**src/rtl/fpn_pkg.sv**
```systemverilog
package fpn_pkg;
  localparam int EXP_W_DEF  = 8;
  localparam int FRAC_W_DEF = 23;
  localparam int MANT_W_DEF = 48;

  typedef enum logic [2:0] {
    PATH_BYPASS,
    PATH_KEEP,
    PATH_RIGHT,
    PATH_LEFT,
    PATH_ZERO,
    PATH_INF
  } norm_path_e;
endpackage

```
**src/rtl/lead_one_enc.sv**
```systemverilog
module lead_one_enc #(
  parameter int W  = 48,
  parameter int PW = $clog2(W)
) (
  input  logic [W-1:0]  vec,
  output logic          found,
  output logic [PW-1:0] pos
);
  // Scan upward; the last set bit seen is the most significant one.
  always_comb begin
    found = 1'b0;
    pos   = '0;
    for (int i = 0; i < W; i++) begin
      if (vec[i]) begin
        found = 1'b1;
        pos   = PW'(i);
      end
    end
  end
endmodule

```
**src/rtl/mant_lshift.sv**
```systemverilog
module mant_lshift #(
  parameter int W  = 48,
  parameter int SW = $clog2(W)
) (
  input  logic [W-1:0]  din,
  input  logic [SW-1:0] amt,
  output logic [W-1:0]  dout
);
  logic [W-1:0] stage [SW+1];

  assign stage[0] = din;

  // One mux level per bit of the shift amount.
  for (genvar k = 0; k < SW; k++) begin : g_stage
    localparam int STEP = 1 << k;
    if (STEP < W) begin : g_shift
      assign stage[k+1] = amt[k] ? {stage[k][W-1-STEP:0], {STEP{1'b0}}} : stage[k];
    end else begin : g_clear
      assign stage[k+1] = amt[k] ? '0 : stage[k];
    end
  end

  assign dout = stage[SW];
endmodule

```
**src/rtl/exp_adjust.sv**
```systemverilog
module exp_adjust #(
  parameter int EW = 8,
  parameter int SW = 6
) (
  input  logic [EW-1:0] exp_in,
  input  logic [SW-1:0] lshift,
  output logic [EW-1:0] exp_dec,
  output logic          underflow,
  output logic [EW-1:0] exp_inc,
  output logic          overflow
);
  localparam int CW = EW + SW;
  localparam logic [EW-1:0] SAT_LIMIT = {{(EW-1){1'b1}}, 1'b0};

  logic [CW-1:0] ext_exp;
  logic [CW-1:0] ext_shift;
  logic [CW-1:0] diff;

  assign ext_exp   = {{SW{1'b0}}, exp_in};
  assign ext_shift = {{EW{1'b0}}, lshift};
  assign diff      = ext_exp - ext_shift;

  assign exp_dec   = diff[EW-1:0];
  assign underflow = ext_shift >= ext_exp;
  assign exp_inc   = exp_in + {{(EW-1){1'b0}}, 1'b1};
  assign overflow  = exp_in >= SAT_LIMIT;
endmodule

```
**src/rtl/fp_normalizer.sv**
```systemverilog
module fp_normalizer
  import fpn_pkg::*;
#(
  parameter int EXP_W  = EXP_W_DEF,
  parameter int FRAC_W = FRAC_W_DEF,
  parameter int MANT_W = MANT_W_DEF
) (
  input  logic                      clk,
  input  logic                      rst,
  input  logic                      in_valid,
  input  logic                      in_enable,
  input  logic                      in_sign,
  input  logic [EXP_W-1:0]          in_exp,
  input  logic [MANT_W-1:0]         in_mant,
  output logic                      out_valid,
  output logic [EXP_W+FRAC_W:0]     out_word
);
  localparam int WORD_W   = EXP_W + FRAC_W + 1;
  localparam int SW       = $clog2(MANT_W);
  localparam int HEAD_POS = MANT_W - 2;
  localparam logic [SW-1:0] HEAD_POS_V = SW'(HEAD_POS);

  logic              lead_found;
  logic [SW-1:0]     lead_pos;
  logic [SW-1:0]     lshift_amt;
  logic [MANT_W-1:0] left_mant;
  logic [EXP_W-1:0]  exp_dec;
  logic [EXP_W-1:0]  exp_inc;
  logic              underflow;
  logic              overflow;
  logic [1:0]        head;
  norm_path_e        path;
  logic [WORD_W-1:0] next_word;

  assign head = in_mant[MANT_W-1 -: 2];

  lead_one_enc #(.W(MANT_W), .PW(SW)) u_lead (
    .vec   (in_mant),
    .found (lead_found),
    .pos   (lead_pos)
  );

  assign lshift_amt = HEAD_POS_V - lead_pos;

  mant_lshift #(.W(MANT_W), .SW(SW)) u_shift (
    .din  (in_mant),
    .amt  (lshift_amt),
    .dout (left_mant)
  );

  exp_adjust #(.EW(EXP_W), .SW(SW)) u_exp (
    .exp_in    (in_exp),
    .lshift    (lshift_amt),
    .exp_dec   (exp_dec),
    .underflow (underflow),
    .exp_inc   (exp_inc),
    .overflow  (overflow)
  );

  // Path selection: ordering matters, zero mantissa wins over head decode.
  always_comb begin
    if (!in_enable)            path = PATH_BYPASS;
    else if (!lead_found)      path = PATH_ZERO;
    else if (head[1])          path = overflow ? PATH_INF : PATH_RIGHT;
    else if (head[0])          path = PATH_KEEP;
    else                       path = underflow ? PATH_ZERO : PATH_LEFT;
  end

  always_comb begin
    unique case (path)
      PATH_BYPASS,
      PATH_KEEP:  next_word = {in_sign, in_exp,  in_mant[MANT_W-3 -: FRAC_W]};
      PATH_RIGHT: next_word = {in_sign, exp_inc, in_mant[MANT_W-2 -: FRAC_W]};
      PATH_LEFT:  next_word = {in_sign, exp_dec, left_mant[MANT_W-3 -: FRAC_W]};
      PATH_INF:   next_word = {in_sign, {EXP_W{1'b1}}, {FRAC_W{1'b0}}};
      default:    next_word = {in_sign, {(WORD_W-1){1'b0}}};
    endcase
  end

  always_ff @(posedge clk) begin
    if (rst) begin
      out_valid <= 1'b0;
      out_word  <= '0;
    end else begin
      out_valid <= in_valid;
      if (in_valid) out_word <= next_word;
    end
  end

  // ---------------- assertions ----------------
  assert_valid_lag_R9: assert property (@(posedge clk) disable iff (rst)
    in_valid |=> out_valid);
  assert_valid_idle_R9: assert property (@(posedge clk) disable iff (rst)
    !in_valid |=> (!out_valid && $stable(out_word)));
  assert_sign_kept_R8: assert property (@(posedge clk) disable iff (rst)
    in_valid |=> (out_word[WORD_W-1] == $past(in_sign)));
  assert_bypass_R1: assert property (@(posedge clk) disable iff (rst)
    (in_valid && !in_enable) |=>
      (out_word == $past({in_sign, in_exp, in_mant[MANT_W-3 -: FRAC_W]})));
  assert_lead_aligned_R4: assert property (@(posedge clk) disable iff (rst)
    (in_enable && head == 2'b00 && lead_found) |-> left_mant[HEAD_POS]);
  assert_no_overflow_R5: assert property (@(posedge clk) disable iff (rst)
    (in_valid && in_enable && in_mant[MANT_W-1] && overflow) |=>
      (out_word[WORD_W-2:0] == {{EXP_W{1'b1}}, {FRAC_W{1'b0}}}));
  assert_zero_mant_R7: assert property (@(posedge clk) disable iff (rst)
    (in_valid && in_enable && !(|in_mant)) |=> (out_word[WORD_W-2:0] == '0));
endmodule

```
**config.mk**
```make
export PLATFORM = sky130hd
export DESIGN_NAME = fp_normalizer
export DESIGN_NICKNAME = d
export VERILOG_FILES = /design/src/rtl/fpn_pkg.sv /design/src/rtl/lead_one_enc.sv /design/src/rtl/mant_lshift.sv /design/src/rtl/exp_adjust.sv /design/src/rtl/fp_normalizer.sv
export SDC_FILE = /design/constraint.sdc
export NUM_CORES = 1
export LEC_CHECK = 0
export ABC_AREA = 1
export BUFFER_PORTS_ARGS = -buffer_cell sky130_fd_sc_hd__buf_2
export CAP_MARGIN = 20
export CORE_MARGIN = 10
export CORE_UTILIZATION = 60
export CTS_CLUSTER_DIAMETER = 100
export CTS_CLUSTER_SIZE = 14
export DETAILED_ROUTE_END_ITERATION = 12
export PLACE_DENSITY = 0.82
export SLEW_MARGIN = 40
export SYNTH_ARGS = -nofsm -noshare
export SYNTH_HDL_FRONTEND = slang
export SYNTH_SLANG_ARGS = --single-unit
```
**constraint.sdc**
```tcl
create_clock -name clk -period 14.03 [get_ports clk]
set_input_delay 2.806 -clock clk [delete_from_list [all_inputs] [get_ports clk]]
set_output_delay 2.806 -clock clk [all_outputs]
set_load 0.01 [all_outputs]
```
==> results.tsv, run 1 <==
metric	value	unit
status	complete, no violations	
Simple-Gate Fraction of Synth Area	0.5993	
buffers plus inverters on the worst setup path	5	
RSZ-0062 raised after global routing	no	
Leak	0.003334	uW
final WL	19440	um
routed vias/inst	5.706	
Reg-to-Reg End	out_word[18]$_SDFFE_PP0P_	
main area contributors after synthesis	nand2_1 25%, nand3_1 17%, dfxtp_1 11%, nand2_2 5.2%, inv_1 4.8%	
Psw	231.6	uW
chip width	120.0	um
chip height	120.0	um
Initial Util	0.6137	
VDD IR max	56.50	uV
Worst Setup SP	in_mant[2]	
Largest stage delay, worst path	0.59	ns
crit path to	out_word[2]$_SDFFE_PP0P_	
Sw Ratio	0.5095	
Reg clk slew, reported paths	0.07	ns
post-synthesis xor/xnor area fraction	0.01022	
Combinational Power Share	0.612	
vias in the first global route	6651	
largest family of logic cells by synthesized area	simple AND/OR/NAND/NOR gates	
Final Hold Fails	0	
CTS tree	done	
Setup WS post-layout	4.736	ns
Syn-to-layout area delta	6.738	%
Setup Skew	0	ns
post-synthesis cell count	1099	
sequential share of power	0.227	
Tot Pwr	454.5	uW
fmax	0.1076	GHz
largest net degree at the start of global routing	103	
Clock power frac	0.161	
worst skew pair latency	0.30	ns
final setup vio count	0	
TritonRoute pass-1 iters	7	
Commonest cells post-synth	392 x nand2_1, 204 x nand3_1, 77 x inv_1	
# diodes	0	
Inst Count DP	1269	
Startpoint Class	input port	
post-route ant nets	0	
Top FF cell, synth	dfxtp_1	
final std cells w/o fill	1277	
clock sink count	33	
crit-path leading delay family	simple AND/OR/NAND/NOR gates	
global-route wire length before repair	32130	um
DP Wirelength	15240	um
Post-synth ARST share	0	
final-report max-slew violation count	0	
most frequent cell after synthesis	nand2_1	
pre-CTS setup slack	4.516	ns
clk buf depth	2	
post-cts sizing count	0	
DRC	0	
share of layout cells above drive strength 1	0.2150	
Avg WL per Cell	15.22	um
Top cell by count, worst path	nand2_1	
syn nets	1168	
Total Routing Usage GR	0.2601	
Synth Area per Inst	5.458	um2
Final min period	9.294	ns
Remaining Overflow, GRT	0	
register bit total from synthesis	33	
port bufs	93	
Synthesis Warnings	0	
First DRT Iteration DRCs	831	
Compound-Gate Fraction of Synth Area	0.1414	
cell count along the critical path	67	
Slew headroom	0.4756	
H-tree Lvls	2	
synth unique cells	45	
CTS buffer count	5	
total negative setup slack	0	ns
fin crit share	0.6624	
Die ar.	14400	um2
internal power	222.9	uW
Synth area leader	nand2_1	
Worst-Margin Slew	0.7866	ns
core area	9774	um2
Max Cap Viol	0	
post-synthesis sequential area ratio	0.1101	
Rows	36	
crit path DAT	9.53	ns
setup bufs post-CTS	0	
CP max FO	102	
CP max-delay cell	nor2_4	
Post-CTS Hold Buffers	0	
reg2reg start	out_word[18]$_SDFFE_PP0P_	
reg2reg path depth	2	
EDFF count, synth	0	
initial antenna violation count	0	
CP endpoint kind	register	
Yosys top cell area share	0.2453	
Synth Area in Adders	0.01794	
Layout Nets	1212	
critical path required time	14.27	ns
R2R Setup Slk	13.37	ns
Routability Congestion	0.9881	
CTS root buf	clkbuf_8	
mux contribution to synthesized area	0	
final core utilization	0.6550	
synthesized area	5998	um2
HP Class	register to register	
Hold Crit Depth	2	
DR vias	7286	
PD cells	70.99	nW/um2
kind of critical path	input port to register	
Top Ports	94	
worst min-delay path, stage by stage, from the launching register on:
cell	delay [ns]
dfxtp_1	0.31
nand2_1	0.06
a21oi_1	0.06
cell usage in the layout, fill, tap and decap left out, types with 6 or more instances in the layout:
cell type and count:
nand2_1 392, nand3_1 204, buf_2 92, inv_1 77, nor2_1 65, nand2_2 49, o21ai_0 36, dfxtp_1 33
nand3_2 28, a21oi_2 26, a21oi_1 18, o21ai_1 18, o211ai_1 11, nor3_1 10, ha_1 7, inv_2 6
nand4_1 6, o211ai_2 6, buf_4 6
state kept, by name (all words and copies together) (netlist names):
signal / count
out_valid: 1
out_word: 32
how the worst min path moves through the flow:
stage	from	to	slack (ns)
2_1_floorplan	out_word[31]$_SDFFE_PP0P_	out_word[31]$_SDFFE_PP0P_	0.49
3_3_place_gp	out_word[31]$_SDFFE_PP0P_	out_word[31]$_SDFFE_PP0P_	0.45
3_5_place_dp	out_word[8]$_SDFFE_PP0P_	out_word[8]$_SDFFE_PP0P_	0.46
4_1_cts	out_word[24]$_SDFFE_PP0P_	out_word[24]$_SDFFE_PP0P_	0.47
5_1_grt	out_word[20]$_SDFFE_PP0P_	out_word[20]$_SDFFE_PP0P_	0.49
6_report	out_word[19]$_SDFFE_PP0P_	out_word[19]$_SDFFE_PP0P_	0.47
power by group through the flow:
stage | combinational [uW] | clock (uW) | sequential (uW)
global placement | 271 | 0 | 105
CTS | 273 | 72.2 | 103
global route | 311 | 78.3 | 104
floorplan | 205 | 0 | 108
detailed placement | 272 | 0 | 105
finish | 278 | 73.3 | 103
final cells by class:
class | instances | area [um2]
Multi-Input combinational cell | 917 | 4644
Fill cell | 1062 | 3372
Sequential cell | 33 | 660.6
Timing Repair Buffer | 98 | 505.5
Inverter | 88 | 339.1
Tap cell | 133 | 166.4
Clock buffer | 5 | 68.82
Clock inverter | 3 | 17.52
cells by family (layout without fill, tap and decap cells):
logic type               Yosys count  after routing
XOR/XNOR                           7              7
AND/OR/NAND/NOR                  775            775
AO/OA/AOI/OAI                    127            127
flip-flops                        33             33
adder cells (fa/ha/maj)            8              8
buffers and inverters            149            194
layer usage:
metal / wire length (um) / GRT usage / up-vias / part of all wire
li1: - / - / 3678 / -
met1: 8569 / 0.3421 / 3250 / 0.44
met2: 8792 / 0.4164 / 305 / 0.45
met3: 1467 / 0.05251 / 53 / 0.075
met4: 612 / 0.08220 / 0 / 0.031
met5: 0 / 0 / - / 0
per-stage QoR:
step,cell area [um2],hold WS (ns)
after CTS,6400,0.4744
after detailed placement,6314,0.4640
after floorplan,5998,0.4856
after global routing,6402,0.4947
final,6402,0.4725
after global placement,6304,0.4485
No activity file was read; power rests on OpenSTA's default activity.
==> inputs of run 2 (changes only) <==
CORE_UTILIZATION = 54   (was 60)
PLACE_DENSITY = 0.78   (was 0.82)
clock period = 8.1 ns   (was 14.03 ns; I/O delays follow)
==> results.tsv, run 2 (synthesis gave the netlist of run 1 again) <==
metric	value	unit
final-report max-slew violation count	0	
CP endpoint kind	register	
Setup WS post-layout	0.9368	ns
setup bufs post-CTS	0	
core area	10840	um2
HP Class	register to register	
fmax	0.1396	GHz
clock sink count	33	
port bufs	93	
Die ar.	15720	um2
reg2reg path depth	2	
reg2reg start	out_word[28]$_SDFFE_PP0P_	
commonest non-fill, non-tap cells in the layout	392 x nand2_1, 204 x nand3_1, 92 x buf_2	
critical path required time	8.32	ns
share of layout cells above drive strength 1	0.2162	
Startpoint Class	input port	
DP Wirelength	15080	um
vias in the first global route	6495	
Reg-to-Reg End	out_word[28]$_SDFFE_PP0P_	
post-route ant nets	0	
Tot Pwr	782.8	uW
crit path DAT	7.39	ns
kind of critical path	input port to register	
Hold Path Origin	out_word[24]$_SDFFE_PP0P_	
Syn-to-layout area delta	7.051	%
RSZ-0062 raised after global routing	no	
Reg with most FFs	out_word	
final setup vio count	0	
Total Routing Usage GR	0.2284	
Avg WL per Cell	14.72	um
number of flip-flops in the largest register	32	
CP max FO	43	
CTS root buf	clkbuf_8	
VDD IR max	82.77	uV
Max Cap Viol	0	
Post-CTS Hold Buffers	0	
Final min period	7.163	ns
Worst-Margin Slew	0.7860	ns
pre-CTS setup slack	0.6570	ns
TritonRoute pass-1 iters	6	
Hold EP	out_word[24]$_SDFFE_PP0P_	
DR vias	7209	
First DRT Iteration DRCs	772	
CTS buffer count	5	
Final Hold Fails	0	
largest net degree at the start of global routing	61	
R2R Setup Slk	7.46	ns
Top Ports	94	
Remaining Overflow, GRT	0	
CTS tree	done	
clk buf depth	2	
most common cell after layout, fill and taps aside	nand2_1	
Routability Congestion	0.9766	
H-tree Lvls	2	
Layout Nets	1215	
status	complete, no violations	
initial antenna violation count	0	
Hold Crit Depth	2	
# diodes	0	
Largest stage delay, worst path	0.55	ns
chip height	125.4	um
PD cells	121.9	nW/um2
chip width	125.4	um
Leak	0.003350	uW
top flop regs	out_word: 32 flops, out_valid: 1 flops	
final WL	18950	um
global-route wire length before repair	31210	um
routed vias/inst	5.601	
Top cell by count, worst path	nand2_1	
worst skew pair latency	0.28	ns
Setup Skew	0	ns
post-cts sizing count	0	
DRC	0	
Rows	38	
Slew headroom	0.4760	
Initial Util	0.5533	
final instance area	6421	um2
CP max-delay cell	nor2_4	
placement-stage cell area	6336	um2
Reg clk slew, reported paths	0.07	ns
total negative setup slack	0	ns
fin crit share	0.8843	
## run 2: through the flow
step / instances / util / hold WS (ns)
after floorplan: 1099 / - / 0.4856
after global placement: 1279 / 0.5844 / 0.4461
after detailed placement: 1279 / 0.5845 / 0.4588
after CTS: 1287 / 0.5921 / 0.4693
after global routing: 1287 / 0.5923 / 0.4887
final: 1287 / 0.5923 / 0.4681
## run 2: worst max path at each step
stage	start	to	slack [ns]
detailed placement	in_mant[2]	out_word[5]$_SDFFE_PP0P_	0.66
floorplan	in_mant[2]	out_word[18]$_SDFFE_PP0P_	1.05
global route	in_mant[2]	out_word[22]$_SDFFE_PP0P_	0.25
global placement	in_mant[2]	out_word[6]$_SDFFE_PP0P_	0.77
CTS	in_mant[2]	out_word[5]$_SDFFE_PP0P_	0.94
finish	in_mant[2]	out_word[5]$_SDFFE_PP0P_	0.94
## run 2: area by class of cell
| cell class | count | area, um2 |
|---|---|---|
| inverters | 88 | 339.1 |
| clock buffers | 6 | 72.57 |
| fillers | 1214 | 4419 |
| clock inverters | 2 | 10.01 |
| multi-input cells | 917 | 4636 |
| flip-flops and latches | 33 | 660.6 |
| repair buffers | 101 | 528.0 |
| well taps | 140 | 175.2 |
## run 2: critical path: cells and delay by family
kind            cells  cell delay [ns]
compound gates      2             0.47
simple gates       57             4.08
xor+xnor            1             0.21
fa+ha+maj           2             0.75
buf+inv             3             0.19
## run 2: power breakdown
part	total, uW	internal, uW	switching [uW]
sequential	178	173	5.09
clock	124	59.6	64.5
combinational	480	155	325
total	783	388	395
## run 2: routing by layer
layer  vias to the layer above  share of wire  GRT usage
met5                         -              0          0
met4                         0          0.026    0.06843
met3                        36          0.065    0.03507
met2                       268           0.47     0.3866
met1                      3223           0.43     0.2910
li1                       3682              -          -
